<file path="config.mk">
export PLATFORM = sky130hd
export DESIGN_NAME = oc_guard
export DESIGN_NICKNAME = d
export VERILOG_FILES = /design/src/rtl/oc_guard_pkg.sv /design/src/rtl/oc_run_counter.sv /design/src/rtl/oc_fault_latch.sv /design/src/rtl/oc_guard.sv
export SDC_FILE = /design/constraint.sdc
export NUM_CORES = 1
export LEC_CHECK = 0
export BUFFER_PORTS_ARGS = -buffer_cell sky130_fd_sc_hd__clkbuf_2
export CELL_PAD_IN_SITES_DETAIL_PLACEMENT = 0
export CELL_PAD_IN_SITES_GLOBAL_PLACEMENT = 1
export CORE_MARGIN = 1
export CORE_UTILIZATION = 39
export CTS_CLUSTER_SIZE = 20
export DETAILED_ROUTE_END_ITERATION = 10
export PLACE_DENSITY_LB_ADDON = 0.1
export SLEW_MARGIN = 15
export SYNTH_ARGS = -nofsm -noshare
export SYNTH_HDL_FRONTEND = slang
export SYNTH_SLANG_ARGS = --single-unit
</file>
<file path="constraint.sdc">
create_clock -name clk_i -period 1.5 [get_ports clk_i]
set_input_delay 0.15 -clock clk_i [delete_from_list [all_inputs] [get_ports clk_i]]
set_output_delay 0.15 -clock clk_i [all_outputs]
set_load 0.05 [all_outputs]
</file>
<file path="src/rtl/oc_guard_pkg.sv">
package oc_guard_pkg;
  parameter int unsigned NUM_CH_DEF  = 4;
  parameter int unsigned RUN_LEN_DEF = 8;

  function automatic int unsigned cnt_w(input int unsigned run_len);
    return (run_len < 2) ? 1 : $clog2(run_len + 1);
  endfunction
endpackage

</file>
<file path="src/rtl/oc_run_counter.sv">
module oc_run_counter #(
  parameter int unsigned RUN_LEN = oc_guard_pkg::RUN_LEN_DEF,
  localparam int unsigned CW     = oc_guard_pkg::cnt_w(RUN_LEN)
) (
  input  logic clk_i,
  input  logic rst_ni,
  input  logic clr_i,
  input  logic tick_i,
  input  logic over_i,
  output logic hit_o
);
  logic [CW-1:0] cnt_q;
  logic          at_last;
  logic          at_sat;

  assign at_last = (cnt_q == CW'(RUN_LEN - 1));
  assign at_sat  = (cnt_q == CW'(RUN_LEN));

  always_ff @(posedge clk_i or negedge rst_ni) begin
    if (!rst_ni) begin
      cnt_q <= '0;
    end else if (clr_i) begin
      cnt_q <= '0;
    end else if (tick_i) begin
      if (!over_i)     cnt_q <= '0;
      else if (!at_sat) cnt_q <= cnt_q + 1'b1;
    end
  end

  // run completes on this strobe
  assign hit_o = tick_i & over_i & at_last & ~clr_i;
endmodule

</file>
<file path="src/rtl/oc_fault_latch.sv">
module oc_fault_latch #(
  parameter int unsigned NUM_CH = oc_guard_pkg::NUM_CH_DEF
) (
  input  logic              clk_i,
  input  logic              rst_ni,
  input  logic              clr_i,
  input  logic              avg_over_i,
  input  logic [NUM_CH-1:0] hit_i,
  output logic              trip_o,
  output logic [NUM_CH-1:0] cause_ch_o,
  output logic              cause_avg_o
);
  logic              trip_q;
  logic [NUM_CH-1:0] cause_ch_q;
  logic              cause_avg_q;

  always_ff @(posedge clk_i or negedge rst_ni) begin
    if (!rst_ni) begin
      trip_q      <= 1'b0;
      cause_ch_q  <= '0;
      cause_avg_q <= 1'b0;
    end else if (clr_i) begin
      trip_q      <= 1'b0;
      cause_ch_q  <= '0;
      cause_avg_q <= 1'b0;
    end else begin
      trip_q      <= trip_q | avg_over_i | (|hit_i);
      cause_ch_q  <= cause_ch_q | hit_i;
      cause_avg_q <= cause_avg_q | avg_over_i;
    end
  end

  // average tier bypasses the register
  assign trip_o      = trip_q | avg_over_i;
  assign cause_ch_o  = cause_ch_q;
  assign cause_avg_o = cause_avg_q;
endmodule

</file>
<file path="src/rtl/oc_guard.sv">
module oc_guard #(
  parameter int unsigned NUM_CH  = oc_guard_pkg::NUM_CH_DEF,
  parameter int unsigned RUN_LEN = oc_guard_pkg::RUN_LEN_DEF
) (
  input  logic              clk_i,
  input  logic              rst_ni,
  input  logic              clr_i,
  input  logic              tick_i,
  input  logic              avg_over_i,
  input  logic [NUM_CH-1:0] ch_over_i,
  output logic              trip_o,
  output logic [NUM_CH-1:0] cause_ch_o,
  output logic              cause_avg_o
);
  logic [NUM_CH-1:0] hit;

  for (genvar k = 0; k < NUM_CH; k++) begin : g_ch
    oc_run_counter #(.RUN_LEN(RUN_LEN)) u_run (
      .clk_i  (clk_i),
      .rst_ni (rst_ni),
      .clr_i  (clr_i),
      .tick_i (tick_i),
      .over_i (ch_over_i[k]),
      .hit_o  (hit[k])
    );
  end

  oc_fault_latch #(.NUM_CH(NUM_CH)) u_latch (
    .clk_i       (clk_i),
    .rst_ni      (rst_ni),
    .clr_i       (clr_i),
    .avg_over_i  (avg_over_i),
    .hit_i       (hit),
    .trip_o      (trip_o),
    .cause_ch_o  (cause_ch_o),
    .cause_avg_o (cause_avg_o)
  );
endmodule

</file>
======== Word-level counts from Yosys, hierarchy flattened ========
Cells that the tools add are included.
storage, ports and cells
  bits in registers ....................... 22
  output and inout port bits .............. 6
  logic and storage cells ................. 65
operators by class
  $add $sub $neg .......................... 4
  eq/ne operators ......................... 12
  multiplexer cells ....................... 19
  bitwise operators ....................... 17
  reduce and logical (&&, ||, !) cells .... 6
operators with widths
  operator             count
  $mux 4               17
  $add 4x1->4 const B  4
  $eq 4x3->1 const B   4
  $eq 4x4->1 const B   4
  $and 1x1->1          12
  $ne 3x3->1 const B   4
  $reduce_and 2->1     4
  $or 4x4->4           1
  $reduce_or 4->1      1
  $or 1x1->1           3
  $mux 1               2
  $reduce_bool 2->1    1
  $not 1->1            1

======== Logic depth before layout (Yosys ltp) ========
Gate-level depths: netlist of run 1.
  depth in word-level cells ............... 6
  gate-level depth with buffers ........... 6
  mapped depth without buffers ............ 6

======== Cells and area by module ========
A second synthesis of run 1 with hierarchy kept.
unflattened totals
  cell total of the unflattened synthesis .. 140
  area, all modules ....................... 1272.5 µm²
by module, submodules not included
  module          instances  cells each  area each (µm²)
  oc_run_counter  4          30          266.5
  oc_fault_latch  1          20          206.4

======== Worst setup path after synthesis of run 1 ========
OpenSTA, ideal clock, no wires.
  kind .................................... reg2reg
  start ................................... reg g_ch[2].u_run.cnt_q[0]
  end ..................................... reg g_ch[2].u_run.cnt_q[2]
  data arrival time ....................... 1311 ps
  data required time ...................... 1435 ps
  slack ................................... 123 ps
  stages on the path, launching flop included .. 7
  path buffers ............................ 0
  path through ............................ dfrtp_1 inv_1 ha_1 nand4b_1 a21oi_2 or4b_1 nand2_1
on the way
  longest elaborated chain between the ends .. 5
  elaborated cells between the ends (all ways) .. 8
  those cells by class .................... add/sub (1); eq/ne (2); mux (4); reduce/logical (1)
RTL lines
  item                      RTL line              RTL
  start: declaration        oc_run_counter.sv:12  logic [CW-1:0] cnt_q;
  start signal: assignment  oc_run_counter.sv:26  else if (!at_sat) cnt_q <= cnt_q + 1'b1;
  $add 4x1->4               oc_run_counter.sv:26
  $mux 4                    oc_run_counter.sv:26
  $mux 4                    oc_run_counter.sv:25  if (!over_i) cnt_q <= '0;
  $mux 4                    oc_run_counter.sv:24  end else if (tick_i) begin
  $mux 4                    oc_run_counter.sv:22  end else if (clr_i) begin
Several ways; a longest one is shown, not always the timed one. The select of a mux whose other input is x is not followed.
A chain may end at the register's enable or synchronous reset.

======== Worst setup path in the final report of run 1 ========
  start ................................... reg g_ch[2].u_run.cnt_q[1]
  end ..................................... reg g_ch[2].u_run.cnt_q[2]
Same word-level chain as after synthesis.

==> results of run 1 <==
[registers in the layout (all words and copies together), names as in the netlist]
| register | count |
|---|---|
| u_latch.cause_avg_o | 1 |
| g_ch.u_run.cnt_q | 16 |
| u_latch.trip_q | 1 |
| u_latch.cause_ch_o | 4 |
[repair_timing]
item,4_1_cts,5_1_grt
setup buffers,0,5
hold endpoints to repair,22,0
setup endpoints to repair,0,4
gates resized for setup,0,4
hold buffers,1,0
[where the power goes]
group / switching (mW) / leakage [nW] / internal (mW)
Combinational: 0.0933 / 0.391 / 0.0591
Clock: 0.182 / 0.0210 / 0.148
Sequential: 0.00914 / 0.301 / 0.606
Total: 0.284 / 0.713 / 0.814
[kinds of logic (layout without fill, tap and decap cells)]
kind of cell	count (synthesis)	in the layout	share of synthesized area [%]
AND/OR/NAND/NOR	56	56	23.4
AO/OA/AOI/OAI	31	31	16.1
flip-flops	22	22	43.6
buffers and inverters	20	44	6.44
adder cells (fa/ha/maj)	8	8	7.93
multiplexers	3	3	2.58
[final timing paths]
path	endpoint	slack, ns	cells past startpoint
max in group asynchronous	g_ch[1].u_run.cnt_q[3]	0.79	2
max reg2reg	g_ch[2].u_run.cnt_q[2]	0.04	6
max	g_ch[2].u_run.cnt_q[2]	0.04	6
min	u_latch.cause_avg_o	0.08	3
min in group asynchronous	u_latch.cause_ch_o[2]	0.35	2
min reg2reg	u_latch.cause_ch_o[1]	0.51	2
[stage by stage]
stage / util [%] / cells / instance area, um2 / TNS (ns)
6_report: 49.0 / 208 / 1500 / 0
5_1_grt: 49.0 / 208 / 1500 / -0.0978
4_1_cts: 47.3 / 203 / 1440 / 0
3_5_place_dp: 45.7 / 198 / 1400 / 0
3_3_place_gp: 45.7 / 198 / 1400 / 0
2_1_floorplan: - / 140 / 1260 / 0
[synth_stat cells, types with 3 or more instances]
| cell type | number |
|---|---|
| nor2_1 | 22 |
| nand2_1 | 9 |
| and3_1 | 3 |
| nand2b_1 | 3 |
| nor2b_1 | 4 |
| inv_1 | 16 |
| nand3b_1 | 3 |
| nand4b_1 | 3 |
| o21ai_0 | 6 |
| ha_1 | 8 |
| a22oi_1 | 3 |
| o32ai_1 | 3 |
| dfrtp_1 | 22 |
| a21oi_1 | 9 |
[final cells by class]
type                       instances  area share [%]
clock buffer                       4            2.42
inverter                          16            4.01
multi-input combinational         98            43.2
sequential                        22            36.8
tap                               44            3.68
timing repair buffer              24            9.87
[worst max-delay path, cell delays in order, from the launching register on]
cell	delay (ns)
dfrtp_1	0.42
inv_1	0.06
ha_2	0.16
nand4b_1	0.13
a21oi_4	0.09
or4b_1	0.47
nand2_1	0.07
[per-layer routing]
metal  wire length (um)  share of wire (%)
met5                  0                  0
met4                 17               0.65
met3                 75                2.9
met2               1230                 47
met1               1290                 49
==> summary.md, run 1 <==
| Metric | Value |
|---|---|
| Post-synthesis register bit count | 22 |
| Die area | 3470 um2 |
| Global routing usage on met2 | between 20% and 30% |
| FILL cells | 310 |
| Area occupied by registers | 551 um2 |
| Hold_ws | between 0.07 and 0.08 ns |
| Arrival @ worst endpoint | approximately 1.7 ns |
| Status | finished, final reports clean |
| Vias after detailed routing | 1061 |
| Dpl ws | a little under 0.05 ns |
| Post-synth EDFFs | 0 |
| Yosys top cell area share | 43.6% |
| Worst Tran Pin Value | 0.553 ns |
| Ant diodes | 0 |
| Met1 Use GR | ~22% |
| Vias in the first global route | between 1000 and 1500 |
| DRC | 0 |
| Initial antenna violation count | 0 |
| Final hold violation count | 0 |
| Clock slew at the register clock pins of the worst setup and hold paths | 0.12 ns |
| Pwr dens | roughly 730 nW/um2 |
| Design Power | 1.10 mW |
| Final setup vio count | 0 |
| Hpwl dp | 1870 um |
| Clock Skews | 0.00353 ns |
| Ports | 15 |
| Main synth FF type | dfrtp_1 |
| Max Freq | 0.686 GHz |
| CTS tree | done |
| Net Count, Synth | 157 |
| Total grt overflow | 0 |
| Die X | 58.9 um |
| Syn avg cell area | ~9.0 um2 |
| Data required time of the critical path | 1.75 ns |
| Worst-Skew Late Latency | 0.30 ns |
| Critical path origin | g_ch[2].u_run.cnt_q[1] |
| WL final | 2620 um |
| # rows | 20 |
| Pin count of the biggest net entering global routing | 23 |
| Initial Util | between 40 and 50% |
| Met3 Use GR | 2.20% |
| Critical Path Source Type | flop |
| DRT Pass-1 Iters | 4 |
| Relative slew margins | 63.2% |
| Area contributors post-synth | dfrtp_1, ha_1, nor2_1 |
| Worst r2r src | g_ch[2].u_run.cnt_q[1] |
| Core footprint | ~3100 um2 |
| Post-Syn Area | between 1000 and 1500 um2 |
| Register area share after synthesis | 43.6% |
| HP Start | avg_over_i |
| Gr busiest metal | met2 |
| Worst vdd ir | 0.000322 V |
| Commonest cells after routing, fill and taps aside | nor2_1, dfrtp_1, inv_1 |
| Crit Path Max Fanout | 5 |
| Setup crit end kind | flop |
| Clock Sinks | 22 |
| Synth-to-layout area growth | 18.5% |
| Vias per Instance | 5.10 |
| Final WS setup | 0.0428 ns |
| Fin crit share | 97.1% |
| Number of distinct library cells after synthesis | 34 |
| 1st-iter DRT viols | 46 |
| GRT Total Usage | between 10% and 20% |
| Placer Congestion | 0.780 |
| Post-Syn Instances | 140 |
| RSZ-0062 raised after global routing | yes |
| Most area-hungry cell type in the Yosys netlist | dfrtp_1 |
| Minimum clock period after layout | 1.46 ns |
| Root buffer cell | clkbuf_4 |
| Crit Path Class | reg -> reg |
| Multi-input logic area | 647 um2 |
| Count of buffers from port buffering | 14 |
| Share of cells above drive strength 1 | 22.0% |
| TritonCTS buffer count | 3 |
| DR WL/cell | 12.6 um |
| Total number of yosys warnings | 0 |
| Leakage | 0.713 nW |
| Number of nets still failing antenna checks after routing | 0 |
| Slew Viols, Final | 0 |
| Max-cap violations | 0 |
| Worst min path class | in -> reg |
| Htree depth | 1 |
| First-pass GRT wire length | 4400 um |
| Max Root-Sink Buffers | 2 |
| Die Ht | between 50 and 60 um |
| Post-synth ARST share | 100% |
| Final nets | 182 |
(Power assumes the default switching activity.)
==> run 2: changes to the inputs <==
Settings changed: CORE_UTILIZATION 39 to 46.
Clock period 1.5 ns to 1.9 ns, I/O delays scaled along.
==> run 2 against run 1 <==
Effect of this change: first-iteration DRC count shrank 52%; routed wire length down 6.1%; critical path depth stayed put; clock skew up 0.00055 ns; count of clock-buffer cells in the layout is 1 lower; final area fell by 7.2%; highest routed layer unchanged; combinational power down 33%; die area down 15%; clock power decreased by 36%; power shrank 27%.
==> summary.md, run 2 (synthesis results as in run 1) <==
| Metric | Value |
|---|---|
| Relative slew margins | between 60 and 70% |
| Clock slew at the register clock pins of the worst setup and hold paths | approximately 0.12 ns |
| Die X | between 50 and 60 um |
| Minimum clock period after layout | 1.49 ns |
| First-pass GRT wire length | 4000 um |
| Met3 Use GR | 2.50% |
| DRC | 0 |
| Met1 Use GR | 22.7% |
| R2R cell count | 6 |
| DRT Pass-1 Iters | 4 |
| Share of cells above drive strength 1 | 15.5% |
| DR WL/cell | 13.3 um |
| Crit Path Class | reg -> reg |
| Biggest register | g_ch.u_run.cnt_q |
| Clock Skews | 0.00408 ns |
| Number of nets still failing antenna checks after routing | 0 |
| Area post-placement | around 1400 um2 |
| Multi-input logic area | 631 um2 |
| WL final | approximately 2500 um |
| Synth-to-layout area growth | 10.0% |
| Vias per Instance | 5.51 |
| Reg2Reg Capture Point | g_ch[2].u_run.cnt_q[2] |
| Worst Tran Pin Value | roughly 0.54 ns |
| Core footprint | 2540 um2 |
| Htree depth | 1 |
| Max Root-Sink Buffers | 2 |
| Number of gates resized after cts | 0 |
| Commonest cells after routing, fill and taps aside | nor2_1, dfrtp_1, inv_1 |
| Root buffer cell | clkbuf_4 |
| Vias after detailed routing | between 1000 and 1500 |
| Gr busiest metal | met2 |
| Initial antenna violation count | 0 |
| Die area | 2960 um2 |
| Pin count of the biggest net entering global routing | 23 |
| Worst r2r src | g_ch[2].u_run.cnt_q[0] |
| Final setup vio count | 0 |
| Hpwl dp | 1760 um |
| Final WS setup | about 0.4 ns |
| Setup TNS | 0 ns |
| Final instance area | 1390 um2 |
| Dpl ws | 0.436 ns |
| Critical Path Source Type | flop |
| Ant diodes | 0 |
| CTS tree | done |
| FILL cells | 238 |
| Worst-Skew Late Latency | 0.30 ns |
| Die Ht | 54.4 um |
| WHS Endpoint | u_latch.cause_avg_o |
| Max Freq | 0.669 GHz |
| Final hold violation count | 0 |
| Ports | 15 |
| CTS Hold Bufs | 1 |
| Vias in the first global route | ~960 |
| Setup crit end kind | flop |
| Crit Path Max Fanout | 7 |
| Largest register FFs | 16 |
| Worst vdd ir | 0.000312 V |
| Max-cap violations | 0 |
| RSZ-0062 raised after global routing | no |
| Final nets | 174 |
| Slew Viols, Final | 0 |
| Total grt overflow | 0 |
| Status | finished, final reports clean |
| Clock Sinks | 22 |
| Leakage | 0.665 nW |
| Area occupied by registers | 551 um2 |
| 1st-iter DRT viols | 22 |
| # Post-CTS Setup Buffers | 0 |
| # rows | 18 |
| Data required time of the critical path | 2.15 ns |
| Final core utilization | a little over half |
| Setup slack, reg-to-reg | a little over 0.4 ns |
| Global routing usage on met2 | 33.9% |
| GRT Total Usage | 18.8% |
| Hold Crit Depth | 3 |
| HP Start | avg_over_i |
| Fin crit share | 78.6% |
| Worst min path class | in -> reg |
| Pwr dens | 577 nW/um2 |
| TritonCTS buffer count | 3 |
| Initial Util | 49.6% |
| Count of buffers from port buffering | 14 |
| Arrival @ worst endpoint | 1.75 ns |
| Placer Congestion | 0.694 |
## run 2: changes by cell type in the layout (fill, tap and decap cells not counted), sizes merged
cell,change
buf,-8
clkbuf,-1
## run 2: final cells by class
cell class | instances | share of cell area [%]
timing repair buffer | 16 | 6.31
sequential | 22 | 39.6
inverter | 16 | 4.32
tap | 30 | 2.70
multi-input combinational | 98 | 45.4
clock buffer | 3 | 1.62
## run 2: where the power goes
| group | switching [mW] | internal, mW | total (mW) | leakage [nW] |
|---|---|---|---|---|
| clock | 0.138 | 0.0738 | 0.212 | 0.0138 |
| combinational | 0.0662 | 0.0353 | 0.102 | 0.350 |
| sequential | 0.00939 | 0.479 | 0.488 | 0.301 |
## run 2: critical path: stages (launching register included)
cell	delay (ns)
dfrtp_1	0.43
inv_1	0.06
ha_1	0.19
nand4b_1	0.11
a21oi_2	0.11
or4b_1	0.49
nand2_1	0.06
## run 2: metal layers
metal  up-vias  part of all wire, %
met3         2                  2.6
met1       484                   46
met5         -                    0
met2        14                   50
li1        520                    -
met4         0                 0.61
## run 2: worst max-delay path by stage
| stage | start | to | depth (start not counted) |
|---|---|---|---|
| 2_1_floorplan | g_ch[2].u_run.cnt_q[0] | g_ch[2].u_run.cnt_q[2] | 6 |
| 5_1_grt | g_ch[2].u_run.cnt_q[0] | g_ch[2].u_run.cnt_q[2] | 6 |
| 4_1_cts | g_ch[2].u_run.cnt_q[0] | g_ch[2].u_run.cnt_q[2] | 6 |
| 6_report | g_ch[2].u_run.cnt_q[0] | g_ch[2].u_run.cnt_q[2] | 6 |
| 3_3_place_gp | g_ch[2].u_run.cnt_q[0] | g_ch[2].u_run.cnt_q[2] | 6 |
| 3_5_place_dp | g_ch[2].u_run.cnt_q[0] | g_ch[2].u_run.cnt_q[2] | 6 |
## run 2: metrics by stage
step / instances / total power, mW / hold slack (ns)
detailed placement: 181 / 0.599 / 0.212
floorplan: 140 / 0.561 / -0.106
global placement: 181 / 0.595 / 0.200
finish: 185 / 0.802 / 0.123
global route: 185 / 0.840 / 0.143
CTS: 185 / 0.815 / 0.106
==> run 3: changes to the inputs <==
Settings changed: CORE_UTILIZATION 46 to 43.
Clock period 1.9 ns to 1.39 ns, I/O delays scaled along.
==> run 3 against run 2 <==
Effect of this change: setup slack got worse by 0.40 ns; routed wire length rose by 6.8%; final area is 6.9% higher; die area up 6.7%; power is 42% higher; combinational power increased by 69%; sequential power up 36%; maximum frequency rose by 8.1%; global-route usage decreased by 1.4 points; via count rose by 3.7%; first-iteration DRC count increased by 110%; sequential cell count did not move; critical path type unchanged; highest routed layer unchanged.
==> summary.md, run 3 (synthesis results as in run 1) <==
| Metric | Value |
|---|---|
| Status | finished, final reports clean |
| WL final | 2630 um |
| Die Ht | 56.2 um |
| Max Root-Sink Buffers | 2 |
| TritonCTS buffer count | 3 |
| Count of buffers from port buffering | 14 |
| First-pass GRT wire length | 4360 um |
| Minimum clock period after layout | around 1.4 ns |
| Share of cells above drive strength 1 | approximately a quarter |
| Reg2Reg Capture Point | u_latch.trip_q |
| Initial Util | 45.8% |
| Critical Path Source Type | flop |
| Dpl ws | 0.0302 ns |
| R2R cell count | 5 |
| Vias after detailed routing | 1058 |
| Core footprint | 2760 um2 |
| Crit Path Max Fanout | 3 |
| Clk pwr share | 26.4% |
| Logic pwr share | between 10% and 20% |
| Hpwl dp | 1820 um |
| Total grt overflow | 0 |
| Final nets | 183 |
| Final hold violation count | 0 |
| Data required time of the critical path | 1.58 ns |
| Setup TNS | 0 ns |
| Relative slew margins | 62.5% |
| Clock slew at the register clock pins of the worst setup and hold paths | about 0.13 ns |
| Max Freq | between 0.7 and 0.8 GHz |
| Root buffer cell | clkbuf_4 |
| Die X | 56.2 um |
| Slew Viols, Final | 0 |
| Placer Congestion | 0.778 |
| # rows | 19 |
| Sequential Power Share | 58.5% |
| Synth-to-layout area growth | 17.6% |
| Max-cap violations | 0 |
| Initial antenna violation count | 0 |
| Final setup vio count | 0 |
| DRT Pass-1 Iters | 4 |
| Pin count of the biggest net entering global routing | 23 |
| NetSw | 311 uW |
| Worst min path class | in -> reg |
| RSZ-0062 raised after global routing | yes |
| Crit Path Class | reg -> reg |
| CTS tree | done |
| P_int | 824 uW |
| Largest register FFs | 16 |
| Clock Sinks | 22 |
| 1st-iter DRT viols | 46 |
| Ant diodes | 0 |
| Number of nets still failing antenna checks after routing | 0 |
| End of the critical path | u_latch.trip_q |
| Vias per Instance | 5.43 |
| Fin crit share | 99.4% |
| Switching Share | between 20% and 30% |
| Worst-Skew Late Latency | 0.31 ns |
| Setup slack, reg-to-reg | 0.008 ns |
| Clock Skews | approximately 0.010 ns |
| Commonest cells after routing, fill and taps aside | nor2_1, dfrtp_1, inv_1 |
| Leakage | 0.716 nW |
| Ports | 15 |
| Setup crit end kind | flop |
| DR WL/cell | 13.5 um |
| Vias in the first global route | 1043 |
| Biggest register | g_ch.u_run.cnt_q |
| DRC | 0 |
| Htree depth | 1 |
| Pwr dens | 764 nW/um2 |
| Critical path origin | g_ch[0].u_run.cnt_q[0] |
| Arrival @ worst endpoint | 1.57 ns |
| Worst r2r src | g_ch[0].u_run.cnt_q[0] |
| Worst vdd ir | 0.000500 V |
| Die area | 3160 um2 |
| Hold_ws | 0.0686 ns |
| GRT Total Usage | 17.4% |
| Final WS setup | just over 0.008 ns |
| Worst Tran Pin Value | 0.563 ns |
[run 3: worst max-delay path: stages, from the launching register on]
cell      delay (ns)
dfrtp_1         0.43
buf_4           0.15
ha_1            0.22
and4bb_2        0.26
nor2_1          0.09
a41oi_1         0.12
[run 3: worst min path at each step]
stage                from                      to  slack, ns  cells after the start
3_5_place_dp       rst_ni  g_ch[2].u_run.cnt_q[1]       0.17                      1
4_1_cts        avg_over_i     u_latch.cause_avg_o       0.06                      3
5_1_grt        avg_over_i     u_latch.cause_avg_o       0.09                      3
6_report       avg_over_i     u_latch.cause_avg_o       0.07                      3
3_3_place_gp       rst_ni  g_ch[2].u_run.cnt_q[1]       0.16                      1
2_1_floorplan      rst_ni  g_ch[0].u_run.cnt_q[0]      -0.16                      0
[run 3: final cells by class]
class / instances / area [um2]
Clock buffer: 3 / 22.5
Fill cell: 265 / 1270
Inverter: 16 / 60.1
Multi-Input combinational cell: 98 / 658
Sequential cell: 22 / 551
Tap cell: 31 / 38.8
Timing Repair Buffer: 25 / 155
[run 3: power groups by stage]
stage	sequential, mW	clock [mW]	combinational (mW)
floorplan	0.684	0	0.0827
global placement	0.675	0	0.154
detailed placement	0.675	0	0.157
CTS	0.663	0.311	0.160
global route	0.665	0.325	0.194
finish	0.663	0.299	0.172
[run 3: layer usage]
layer  GRT usage (%)  vias to the layer above  part of all wire, %
met5               0                        -                    0
met4            6.27                        0                  1.5
met3            2.33                        4                  2.6
met2            29.8                       13                   49
met1            22.6                      508                   47
li1                -                      533                    -
[run 3: what timing repair did]
item | CTS | global route
resized for setup | 0 | 7
hold endpoints to repair | 22 | 0
endpoints found under the setup margin | 0 | 7
hold buffers | 1 | 0
buffers inserted | 0 | 2
[run 3: through the flow]
stage | power (mW) | utilization (%) | cells | instance area [um2]
after floorplan | 0.767 | - | 140 | 1260
after global placement | 0.829 | 51.1 | 189 | 1410
after detailed placement | 0.833 | 51.1 | 189 | 1410
after CTS | 1.13 | 52.3 | 193 | 1440
after global routing | 1.18 | 53.9 | 195 | 1490
final | 1.13 | 53.9 | 195 | 1490
